File: config.mk
export PLATFORM = sky130hd
export DESIGN_NAME = uart_reg_frontend
export DESIGN_NICKNAME = d
export VERILOG_FILES = /design/src/rtl/uart_regs_pkg.sv /design/src/rtl/uart_addr_dec.sv /design/src/rtl/uart_id_rom.sv /design/src/rtl/uart_cfg_regs.sv /design/src/rtl/uart_irq_status.sv /design/src/rtl/uart_reg_frontend.sv
export SDC_FILE = /design/constraint.sdc
export NUM_CORES = 1
export LEC_CHECK = 0
export ABC_AREA = 0
export BUFFER_PORTS_ARGS = -buffer_cell sky130_fd_sc_hd__buf_2
export CORE_AREA = 2 2 112 114
export CTS_CLUSTER_DIAMETER = 120
export CTS_CLUSTER_SIZE = 20
export DETAILED_ROUTE_END_ITERATION = 6
export DIE_AREA = 0 0 114 116
export PLACE_DENSITY = 0.75
export RECOVER_POWER = 25
export SLEW_MARGIN = 10
export SYNTH_ARGS = -nofsm -noshare
export SYNTH_HDL_FRONTEND = slang
export SYNTH_HIERARCHICAL = 1
export SYNTH_SLANG_ARGS = --single-unit
File: constraint.sdc
create_clock -name clk -period 3.1 [get_ports clk]
set_clock_uncertainty 0.2 [all_clocks]
set_input_delay 0.31 -clock clk [delete_from_list [all_inputs] [get_ports clk]]
set_output_delay 0.31 -clock clk [all_outputs]
set_load 0.02 [all_outputs]
File: src/rtl/uart_regs_pkg.sv
package uart_regs_pkg;

    typedef enum logic [3:0] {
        SEL_NONE, SEL_DATA, SEL_RXSTAT, SEL_FLAG, SEL_IRDA, SEL_BINT,
        SEL_BFRAC, SEL_LINE, SEL_CTRL, SEL_LVL, SEL_MASK, SEL_RAW,
        SEL_MSTAT, SEL_CLR, SEL_DMA, SEL_ID
    } reg_sel_e;

    localparam logic [9:0] OFS_DATA   = 10'h000;
    localparam logic [9:0] OFS_RXSTAT = 10'h001;
    localparam logic [9:0] OFS_FLAG   = 10'h006;
    localparam logic [9:0] OFS_IRDA   = 10'h008;
    localparam logic [9:0] OFS_BINT   = 10'h009;
    localparam logic [9:0] OFS_BFRAC  = 10'h00A;
    localparam logic [9:0] OFS_LINE   = 10'h00B;
    localparam logic [9:0] OFS_CTRL   = 10'h00C;
    localparam logic [9:0] OFS_LVL    = 10'h00D;
    localparam logic [9:0] OFS_MASK   = 10'h00E;
    localparam logic [9:0] OFS_RAW    = 10'h00F;
    localparam logic [9:0] OFS_MSTAT  = 10'h010;
    localparam logic [9:0] OFS_CLR    = 10'h011;
    localparam logic [9:0] OFS_DMA    = 10'h012;

    localparam int LINE_BRK  = 0;
    localparam int LINE_FEN  = 4;
    localparam int CTRL_LOOP = 7;
    localparam int IRQ_RX    = 4;
    localparam int IRQ_TX    = 5;
    localparam int IRQ_W     = 11;
    localparam int BRK_BIT   = 10;

    localparam logic [5:0] LVL_RESET = 6'h12;

endpackage

File: src/rtl/uart_addr_dec.sv
module uart_addr_dec
    import uart_regs_pkg::*;
#(
    parameter int ADDR_W = 12
) (
    input  logic [ADDR_W-1:0] addr,
    output reg_sel_e          sel,
    output logic [2:0]        id_idx
);
    localparam int WORD_W = ADDR_W - 2;

    logic [WORD_W-1:0] word;
    assign word   = addr[ADDR_W-1:2];
    assign id_idx = word[2:0];

    always_comb begin
        sel = SEL_NONE;
        if (addr[1:0] == 2'b00) begin
            if (&word[WORD_W-1:3]) begin
                sel = SEL_ID;
            end else begin
                case (word)
                    WORD_W'(OFS_DATA):   sel = SEL_DATA;
                    WORD_W'(OFS_RXSTAT): sel = SEL_RXSTAT;
                    WORD_W'(OFS_FLAG):   sel = SEL_FLAG;
                    WORD_W'(OFS_IRDA):   sel = SEL_IRDA;
                    WORD_W'(OFS_BINT):   sel = SEL_BINT;
                    WORD_W'(OFS_BFRAC):  sel = SEL_BFRAC;
                    WORD_W'(OFS_LINE):   sel = SEL_LINE;
                    WORD_W'(OFS_CTRL):   sel = SEL_CTRL;
                    WORD_W'(OFS_LVL):    sel = SEL_LVL;
                    WORD_W'(OFS_MASK):   sel = SEL_MASK;
                    WORD_W'(OFS_RAW):    sel = SEL_RAW;
                    WORD_W'(OFS_MSTAT):  sel = SEL_MSTAT;
                    WORD_W'(OFS_CLR):    sel = SEL_CLR;
                    WORD_W'(OFS_DMA):    sel = SEL_DMA;
                    default:             sel = SEL_NONE;
                endcase
            end
        end
    end

    // a misaligned address never selects a register
    always_comb begin
        a_r1_misaligned_none: assert (addr[1:0] == 2'b00 || sel == SEL_NONE);
    end
endmodule

File: src/rtl/uart_id_rom.sv
module uart_id_rom #(
    parameter int VARIANT = 0
) (
    input  logic [2:0] idx,
    output logic [7:0] id_byte
);
    generate
        if (VARIANT == 0) begin : g_table_a
            always_comb begin
                unique case (idx)
                    3'd0: id_byte = 8'h11;
                    3'd1: id_byte = 8'h10;
                    3'd2: id_byte = 8'h14;
                    3'd3: id_byte = 8'h00;
                    3'd4: id_byte = 8'h0D;
                    3'd5: id_byte = 8'hF0;
                    3'd6: id_byte = 8'h05;
                    default: id_byte = 8'hB1;
                endcase
            end
        end else begin : g_table_b
            always_comb begin
                unique case (idx)
                    3'd0: id_byte = 8'h11;
                    3'd1: id_byte = 8'h00;
                    3'd2: id_byte = 8'h18;
                    3'd3: id_byte = 8'h01;
                    3'd4: id_byte = 8'h0D;
                    3'd5: id_byte = 8'hF0;
                    3'd6: id_byte = 8'h05;
                    default: id_byte = 8'hB1;
                endcase
            end
        end
    endgenerate
endmodule

File: src/rtl/uart_cfg_regs.sv
module uart_cfg_regs
    import uart_regs_pkg::*;
(
    input  logic        clk,
    input  logic        rst_n,
    input  logic        wr_en,
    input  reg_sel_e    sel,
    input  logic [15:0] wdata,
    output logic [15:0] baud_int,
    output logic [5:0]  baud_frac,
    output logic [7:0]  line_ctrl,
    output logic [15:0] ctrl,
    output logic [5:0]  fifo_lvl,
    output logic [7:0]  irda_div,
    output logic [2:0]  dma_ctrl,
    output logic        brk_on,
    output logic        fen_flip
);
    logic line_wr;
    assign line_wr  = wr_en && (sel == SEL_LINE);
    assign brk_on   = line_wr && !line_ctrl[LINE_BRK] && wdata[LINE_BRK];
    assign fen_flip = line_wr && (line_ctrl[LINE_FEN] != wdata[LINE_FEN]);

    always_ff @(posedge clk or negedge rst_n) begin
        if (!rst_n) begin
            baud_int  <= '0;
            baud_frac <= '0;
            line_ctrl <= '0;
            ctrl      <= '0;
            fifo_lvl  <= LVL_RESET;
            irda_div  <= '0;
            dma_ctrl  <= '0;
        end else if (wr_en) begin
            case (sel)
                SEL_BINT:  baud_int  <= wdata;
                SEL_BFRAC: baud_frac <= wdata[5:0];
                SEL_LINE:  line_ctrl <= wdata[7:0];
                SEL_CTRL:  ctrl      <= wdata;
                SEL_LVL:   fifo_lvl  <= wdata[5:0];
                SEL_IRDA:  irda_div  <= wdata[7:0];
                SEL_DMA:   dma_ctrl  <= wdata[2:0];
                default: ;
            endcase
        end
    end

    // a level-select write lands masked on the next cycle
    a_r5_lvl_write: assert property (@(posedge clk) disable iff (!rst_n)
        (wr_en && sel == SEL_LVL) |=> (fifo_lvl == $past(wdata[5:0])));

    // a flag write leaves every configuration register unchanged
    a_r3_flag_ignored: assert property (@(posedge clk) disable iff (!rst_n)
        (wr_en && sel == SEL_FLAG) |=> ($stable(baud_int) && $stable(line_ctrl)
            && $stable(ctrl) && $stable(fifo_lvl) && $stable(baud_frac)));
endmodule

File: src/rtl/uart_irq_status.sv
module uart_irq_status
    import uart_regs_pkg::*;
#(
    parameter int ST_W = 4
) (
    input  logic             clk,
    input  logic             rst_n,
    input  logic             wr_en,
    input  reg_sel_e         sel,
    input  logic [IRQ_W-1:0] wdata,
    input  logic             tx_evt,
    input  logic             rx_evt,
    input  logic             pop_evt,
    input  logic [ST_W-1:0]  head_err,
    output logic [IRQ_W-1:0] raw,
    output logic [IRQ_W-1:0] mask,
    output logic [ST_W-1:0]  rxstat,
    output logic             irq
);
    logic [IRQ_W-1:0] set_bits;
    logic [IRQ_W-1:0] clr_bits;

    always_comb begin
        set_bits = '0;
        set_bits[IRQ_TX] = tx_evt;
        set_bits[IRQ_RX] = rx_evt;
        clr_bits = (wr_en && sel == SEL_CLR) ? wdata : '0;
    end

    always_ff @(posedge clk or negedge rst_n) begin
        if (!rst_n) begin
            raw    <= '0;
            mask   <= '0;
            rxstat <= '0;
        end else begin
            raw <= (raw & ~clr_bits) | set_bits;
            if (wr_en && sel == SEL_MASK) mask <= wdata;
            if (pop_evt) rxstat <= head_err;
            else if (wr_en && sel == SEL_RXSTAT) rxstat <= '0;
        end
    end

    assign irq = |(raw & mask);

    // a transmit event is visible in raw status on the next cycle
    a_r6_tx_sets_raw: assert property (@(posedge clk) disable iff (!rst_n)
        tx_evt |=> raw[IRQ_TX]);

    // a status write clears the latched error bits
    a_r10_status_clear: assert property (@(posedge clk) disable iff (!rst_n)
        (wr_en && sel == SEL_RXSTAT && !pop_evt) |=> (rxstat == '0));

    // interrupt clear removes the written bits unless an event sets them again
    a_r12_clear_works: assert property (@(posedge clk) disable iff (!rst_n)
        (wr_en && sel == SEL_CLR && wdata[IRQ_TX] && !tx_evt) |=> !raw[IRQ_TX]);
endmodule

File: src/rtl/uart_reg_frontend.sv
module uart_reg_frontend
    import uart_regs_pkg::*;
#(
    parameter int ID_VARIANT = 0,
    parameter int ADDR_W     = 12,
    parameter int DATA_W     = 32,
    parameter int ENTRY_W    = 12
) (
    input  logic               clk,
    input  logic               rst_n,
    input  logic               bus_wr,
    input  logic               bus_rd,
    input  logic [ADDR_W-1:0]  bus_addr,
    input  logic [DATA_W-1:0]  bus_wdata,
    output logic [DATA_W-1:0]  bus_rdata,
    output logic               tx_push,
    output logic [7:0]         tx_byte,
    output logic               rx_push,
    output logic [ENTRY_W-1:0] rx_entry,
    output logic               rx_flush,
    output logic               rx_pop,
    input  logic [ENTRY_W-1:0] rx_head,
    input  logic               rx_empty,
    input  logic               rx_full,
    input  logic               tx_full,
    input  logic               tx_empty,
    output logic [15:0]        baud_int,
    output logic [5:0]         baud_frac,
    output logic [7:0]         line_ctrl,
    output logic [15:0]        ctrl,
    output logic [5:0]         fifo_lvl,
    output logic [7:0]         irda_div,
    output logic [2:0]         dma_ctrl,
    output logic               irq
);
    localparam int ST_W = ENTRY_W - 8;
    localparam logic [ENTRY_W-1:0] BRK_ENTRY = ENTRY_W'(1) << BRK_BIT;

    reg_sel_e         sel;
    logic [2:0]       id_idx;
    logic [7:0]       id_byte;
    logic             brk_on;
    logic             fen_flip;
    logic             loop_on;
    logic             data_rd;
    logic [IRQ_W-1:0] raw;
    logic [IRQ_W-1:0] mask;
    logic [ST_W-1:0]  rxstat;
    logic [DATA_W-1:0] rd_mux;
    logic             unused_hi;

    assign unused_hi = ^bus_wdata[DATA_W-1:16];

    uart_addr_dec #(.ADDR_W(ADDR_W)) u_dec (
        .addr   (bus_addr),
        .sel    (sel),
        .id_idx (id_idx)
    );

    uart_id_rom #(.VARIANT(ID_VARIANT)) u_rom (
        .idx     (id_idx),
        .id_byte (id_byte)
    );

    uart_cfg_regs u_cfg (
        .clk       (clk),
        .rst_n     (rst_n),
        .wr_en     (bus_wr),
        .sel       (sel),
        .wdata     (bus_wdata[15:0]),
        .baud_int  (baud_int),
        .baud_frac (baud_frac),
        .line_ctrl (line_ctrl),
        .ctrl      (ctrl),
        .fifo_lvl  (fifo_lvl),
        .irda_div  (irda_div),
        .dma_ctrl  (dma_ctrl),
        .brk_on    (brk_on),
        .fen_flip  (fen_flip)
    );

    assign loop_on  = ctrl[CTRL_LOOP];
    assign tx_push  = bus_wr && (sel == SEL_DATA);
    assign tx_byte  = bus_wdata[7:0];
    assign rx_push  = loop_on && (tx_push || brk_on);
    assign rx_entry = brk_on ? BRK_ENTRY : {{(ENTRY_W-8){1'b0}}, tx_byte};
    assign rx_flush = fen_flip;
    assign data_rd  = bus_rd && (sel == SEL_DATA);
    assign rx_pop   = data_rd && !rx_empty;

    uart_irq_status #(.ST_W(ST_W)) u_irq (
        .clk      (clk),
        .rst_n    (rst_n),
        .wr_en    (bus_wr),
        .sel      (sel),
        .wdata    (bus_wdata[IRQ_W-1:0]),
        .tx_evt   (tx_push),
        .rx_evt   (rx_push),
        .pop_evt  (data_rd),
        .head_err (rx_head[ENTRY_W-1:8]),
        .raw      (raw),
        .mask     (mask),
        .rxstat   (rxstat),
        .irq      (irq)
    );

    always_comb begin
        unique case (sel)
            SEL_DATA:   rd_mux = DATA_W'(rx_head);
            SEL_RXSTAT: rd_mux = DATA_W'(rxstat);
            SEL_FLAG:   rd_mux = DATA_W'({tx_empty, rx_full, tx_full, rx_empty, 4'b0000});
            SEL_IRDA:   rd_mux = DATA_W'(irda_div);
            SEL_BINT:   rd_mux = DATA_W'(baud_int);
            SEL_BFRAC:  rd_mux = DATA_W'(baud_frac);
            SEL_LINE:   rd_mux = DATA_W'(line_ctrl);
            SEL_CTRL:   rd_mux = DATA_W'(ctrl);
            SEL_LVL:    rd_mux = DATA_W'(fifo_lvl);
            SEL_MASK:   rd_mux = DATA_W'(mask);
            SEL_RAW:    rd_mux = DATA_W'(raw);
            SEL_MSTAT:  rd_mux = DATA_W'(raw & mask);
            SEL_DMA:    rd_mux = DATA_W'(dma_ctrl);
            SEL_ID:     rd_mux = DATA_W'(id_byte);
            default:    rd_mux = '0;
        endcase
    end

    assign bus_rdata = bus_rd ? rd_mux : '0;

    // the receive buffer is popped only by a data read with data present
    a_r10_pop_gated: assert property (@(posedge clk) disable iff (!rst_n)
        rx_pop |-> (bus_rd && !rx_empty));

    // receive pushes only happen in loopback
    a_r7_push_loop_only: assert property (@(posedge clk) disable iff (!rst_n)
        rx_push |-> ctrl[CTRL_LOOP]);

    // a flush is followed by a changed FIFO-enable bit
    a_r9_flush_toggles: assert property (@(posedge clk) disable iff (!rst_n)
        rx_flush |=> (line_ctrl[LINE_FEN] != $past(line_ctrl[LINE_FEN])));

    // read and write strobes never coincide
    a_r1_one_access: assert property (@(posedge clk) disable iff (!rst_n)
        !(bus_rd && bus_wr));
endmodule

* Word-level counts from Yosys, hierarchy flattened
Memory sizes are Yosys's and may differ from the RTL's. Index checks and enable logic that the tools add are counted.
Word-level totals: register bits 89, ROM bits 128, bits of input ports 64, output and inout bits 120, word-level logic and storage cells 75, memories 1
Memories:
- (no name shown) | words 32, bits a word 4, read ports 1, clocked after memory_dff 0, write ports 0, RTL line uart_addr_dec.sv:22 | case (word)
Operators by class: equal/unequal tests 22, muxes and demuxes 10, bitwise gates (word level) 5, reductions and logical operators 27
Operators with widths (number):
- 16-bit one-hot mux with 14 select lines | 1
- 8-bit one-hot mux with 7 select lines | 1
- 11-bit bitwise AND | 3
- 4-bit equality test (second input constant) | 8
- 32-bit two-way mux | 1
- 11-bit two-way mux | 2
- 4-bit two-way mux | 5
- 4-bit by 3-bit equality test with 1-bit output (second input constant) | 4
- 2-bit AND reduction | 7
- 1-bit logical AND | 11
- 11-bit NOT | 1
- 11-bit by 6-bit OR with 11-bit output | 1
- 11-bit OR reduction | 1
- 3-bit equality test (second input constant) | 3
- 4-bit by 2-bit equality test with 1-bit output (second input constant) | 2
- 7-bit AND reduction | 1
- 3-bit by 2-bit equality test with 1-bit output (second input constant) | 2
- 5-bit logical NOT | 1
- 4-bit by 1-bit equality test with 1-bit output (second input constant) | 1
- 3-bit by 1-bit equality test with 1-bit output (second input constant) | 1
- 3-bit logical NOT | 1
- 1-bit logical NOT | 2
- 2-bit logical NOT | 1
- 2-bit nonzero test | 1
- 2 further kinds | 2

* Longest topological paths before layout
depth in word-level cells 11, gate-level depth with buffers 12, gate-level depth less buffers 10

* By module
Netlist, hierarchy kept.
By module, submodules not included:
- uart_cfg_regs | instances 1, cells an instance 146, area an instance 2454.9 um^2, sequential area each 1579.0 um^2
- uart_reg_frontend | instances 1, cells an instance 212, area an instance 1555.2 um^2, sequential area each 0.0 um^2
- uart_irq_status | instances 1, cells an instance 71, area an instance 1052.3 um^2, sequential area each 650.6 um^2
- uart_addr_dec | instances 1, cells an instance 36, area an instance 227.7 um^2, sequential area each 0.0 um^2
- uart_id_rom | instances 1, cells an instance 13, area an instance 80.1 um^2, sequential area each 0.0 um^2

* Least setup slack after synthesis
No wires, ideal clock.
path kind input to output, from input bus_addr[7], to output bus_rdata[3], arrival 2976 ps, required time 2590 ps, slack -386 ps, stages 10, path buffers 2, cells stage by stage or4_4 > a211oi_2 > a21oi_1 > nor3_1 > buf_6 > buf_6 > a21oi_1 > a311o_1 > a22o_1 > a41oi_1
Between the ends: longest elaborated chain between the ends 7, elaborated cells on any way between the ends 21, classes of those cells eq/ne (14); mux (5); reduce/logical (2)
RTL lines:
- from (decl) | RTL line uart_reg_frontend.sv:13 | input logic [ADDR_W-1:0] bus_addr,
- 5-bit logical NOT | RTL line uart_addr_dec.sv:22
- 4-bit two-way mux | RTL line uart_addr_dec.sv:22
- 4-bit two-way mux * | RTL line uart_addr_dec.sv:19 | if (&word[WORD_W-1:3]) begin
- 4-bit two-way mux * | RTL line uart_addr_dec.sv:18 | if (addr[1:0] == 2'b00) begin
- named net sel[2] | RTL line uart_reg_frontend.sv:39 | reg_sel_e sel;
- 4-bit equality test, or another cell as far along | RTL line uart_reg_frontend.sv:108 | unique case (sel)
- 16-bit one-hot mux with 14 select lines * | RTL line uart_reg_frontend.sv:108
- 32-bit two-way mux * | RTL line uart_reg_frontend.sv:127 | assign bus_rdata = bus_rd ? rd_mux : '0;
- to (decl) | RTL line uart_reg_frontend.sv:15 | output logic [DATA_W-1:0] bus_rdata,
Mark *: on every way through the listed nets, which the timed path passes. The rest lies on a longest branch.

* Worst setup path after layout
from input bus_addr[7], to output bus_rdata[4]
Same word-level chain as after synthesis.

==> results by group <==
Run status
  • Outcome: finished with violations
  • Failing checks: max-capacitance violations, max-slew violations, negative setup slack

Final layout
  • # diodes: 0
  • Non-filler instance count after layout: 827
  • Share of cells above drive strength 1: 0.5382
  • Final nets: between 700 and 800
  • Fillers: around 950
  • Final Cell Area: a little over 0.007 sq mm
  • Area Overhead vs Synth: 35.25%

Routing
  • Drt pass-1 iters: 5
  • Routed vias: just under 5000
  • Via density: about 5.8
  • DRT iter0 DRCs: roughly 360
  • Drt drc: 0
  • DR WL/cell: around 21 um
  • WL final: between 15 and 20 mm
  • Antenna Violating Nets Remaining: 0

Timing
  • Hold_ws: between 10 and 15 ps
  • RSZ-0062 raised after global routing: true
  • Final period utilization: 1.059
  • Final hold vios: 0
  • Peak Freq: around 300 MHz
  • Worst Tran Pin Value: 1828 ps
  • Fin. max-slew vios: 36
  • Final worst slack: -183.6 ps
  • Max_slew headroom: -0.2183
  • Final setup violation count: 26
  • Clock period minus worst slack: between 3000 and 4000 ps

Worst setup path
  • Slowest stage cell, crit path: or4_4
  • Worst-path cell chain: buf_6 > or4_4 > a211oi_4 > a21oi_2 > nor3_4 > buf_12 > buf_4 > nor3b_4 > buf_4 > a22oi_1 > a2bb2oi_2 > a31oi_4 > buf_4
  • Crit-path most repeated cell: buf_4
  • Startpoint Class: input port
  • WS Path Type: in -> out
  • Req. time, crit path: 2590 ps
  • CP Launch Point: bus_addr[7]
  • Critical path endpoint category: output port
  • Critical path data arrival time: about 2800 ps
  • Crit path max fanout: 10
  • Delay of the slowest critical-path stage: 550 ps
  • R2R Path Start: u_cfg/line_ctrl[0]

Logic synthesis
  • Post-synthesis cell type with the largest combined area: dfrtp_1
  • Netlist cell types: ~70
  • Synth Cell Area: 0.005370 sq mm
  • Top-count cell post-synth: dfrtp_1
  • Primary FF master, synth: dfrtp_1
  • Register area share after synthesis: 0.4152
  • Post-synth ARST share: 1.000
  • Top cells by area, synth: dfrtp_1 (41%), mux2_2 (12%), buf_4 (5.7%)
  • Synth warnings: 6
  • Synth top area share: 0.4054
  • FF+latch count, synth: roughly 90
  • Synth Area in Simple Gates: 0.1368
  • Avg Inst Size Synth: 11.23 sq um
  • Post-synth EDFFs: 0
  • Largest family of logic cells by synthesized area: multiplexers
  • XOR/XNOR Fraction of Synth Area: 0.003262
  • Area fraction in compound gates after synthesis: 0.1573
  • Mux cell area share after synthesis: 0.1987
  • Gate count of the mapped netlist: ~480
  • Post-Synth Adder-Cell Area: 0
  • Top post-synthesis cells by count: dfrtp_1 (87), mux2_2 (57), buf_4 (41)

Pwr
  • LEAKAGE: 3.622 nW
  • Cell internal pwr: 1.902 mW
  • Clock power share: 0.417
  • Comb power frac: 0.110
  • Pwr per Cell Area: 353.3 mW/mm^2
  • Peak supply drop: about 0.3 mV
  • Flop pwr share: 0.473
  • Net Sw Power: 664.3 uW
  • Switching Share: 0.2589

Die
  • Site row count: 40
  • Chip Width: between 100 and 150 um
  • Full die area: 0.01322 sq mm
  • Die Y: 116 um
  • I/O pin count: between 150 and 200
  • Core area: ~0.012 sq mm
  • Starting Density: 0.4508

Clock network
  • CTS H-tree lvls: 3
  • Max clock buf depth: 2
  • Later-pin clock latency in the skew report: between 300 and 400 ps
  • Clock Tree Root: clkbuf_16
  • CTS buffer count: 9
  • CTS clk-pin slew, worst paths: 60 ps
  • TritonCTS clock tree: done
  • Clock sinks: 89

Placement
  • Post-place setup slack: -239.1 ps
  • Post-DP HPWL: 12.40 mm
  • Cells after DPL: 797
  • Number of buffers inserted by port buffering: about 150
  • Cell Area, Placed: ~0.0066 sq mm
  • RD Place Congestion: slightly above 0.9

Global routing
  • Largest net degree at the start of global routing: 90
  • Vias in the first global route: between 4000 and 5000
  • Grt ovf: 0
  • First-pass GRT wire length: 26.24 mm
  • GRT Util Overall: 0.2614
  • Initial antenna violation count: 0

Hold path
  • Hold wc startpoint: bus_wdata[11]
  • Hold/Removal Path Class: in -> reg

Job
  • Max-cap violations: 1
-- cell usage in the layout, fill, tap and decap left out, drive strengths merged, types with 4 or more instances in the layout --
master	count
a21boi	9
a22oi	16
nor2b	15
nor3b	5
buf	217
mux2i	8
dfrtp	87
nand2b	4
clkbuf	23
a31oi	9
nand4	5
nor2	22
and3	4
a31o	4
and3b	5
and2	4
nor3	9
a21o	6
a22o	10
a222oi	7
a21oi	17
mux2	79
nand3b	6
inv	7
conb	20
nand2	16
nand3	10
o21ai	7
a221oi	4
dlygate4sd3	4
-- final cells by class --
class                      instances  area (sq um)  area share
inverter                           6         22.52    0.003101
sequential                        89          2230      0.3070
multi-input combinational        338          2979      0.4102
clock buffer                      13         270.3     0.03721
tap                              147         183.9     0.02532
timing repair buffer             231          1556      0.2143
clock inverter                     3         21.27    0.002929
-- state kept, by name, summed over array words and instances, names as in the netlist --
| signal | count |
|---|---|
| u_cfg/baud_frac | 6 |
| u_cfg/baud_int | 16 |
| u_cfg/ctrl | 16 |
| u_cfg/dma_ctrl | 3 |
| u_cfg/fifo_lvl | 6 |
| u_cfg/irda_div | 8 |
| u_cfg/line_ctrl | 8 |
| u_irq/mask | 11 |
| u_irq/raw | 11 |
| u_irq/rxstat | 4 |
-- metal layers --
layer	share of wire	GRT usage	wire, um	vias up
met5	0	0	0	-
met4	0.029	0.1049	495	0
met3	0.083	0.05962	1431	35
met2	0.49	0.4425	8477	243
met1	0.40	0.3257	6855	2396
li1	-	-	-	2141
-- stage by stage --
step / setup TNS, ps / util / total power [mW]
after floorplan: 0 / - / 1.385
after global placement: -4791 / 0.5575 / 1.490
after global routing: -19490 / 0.6098 / 2.661
after CTS: -3414 / 0.5976 / 2.579
after detailed placement: -7134 / 0.5575 / 1.499
final: -3507 / 0.6098 / 2.566
-- power groups by stage --
stage	Sequential [mW]	Combinational (mW)	Clock, mW
after floorplan	1.25	0.136	0
after detailed placement	1.23	0.267	0
final	1.21	0.283	1.07
after global placement	1.23	0.260	0
after global routing	1.21	0.303	1.14
after CTS	1.21	0.277	1.09
-- kinds of logic after synthesis --
family | Yosys count
other | 2
flip-flops | 89
multiplexers | 88
XOR/XNOR | 2
AND/OR/NAND/NOR | 117
AO/OA/AOI/OAI | 111
buffers and inverters | 69
-- final timing paths --
kind,end,slack [ps],cells after the start
min reg2reg,u_cfg/line_ctrl[5],330,1
min,u_cfg/ctrl[11],10,2
min in group asynchronous,u_cfg/irda_div[1],790,2
max,bus_rdata[4],-180,13
max reg2reg,u_irq/raw[4],1560,5
max in group asynchronous,u_irq/mask[8],180,3
-- worst max-delay path: cells and delay by family --
family                 cells  cell delay [ps]
AND/OR/NAND/NOR            3              820
buffers and inverters      5              760
AO/OA/AOI/OAI              5              870
-- what timing repair did --
item                                   in CTS  in global routing
gates resized for setup                    28                 26
endpoints found under the hold margin       3                 32
setup endpoints to repair                  26                 34
hold buffers                                3                  1
pin swaps                                   0                  3
buffers inserted                            6                  3
No activity file was read; power rests on OpenSTA's default activity.
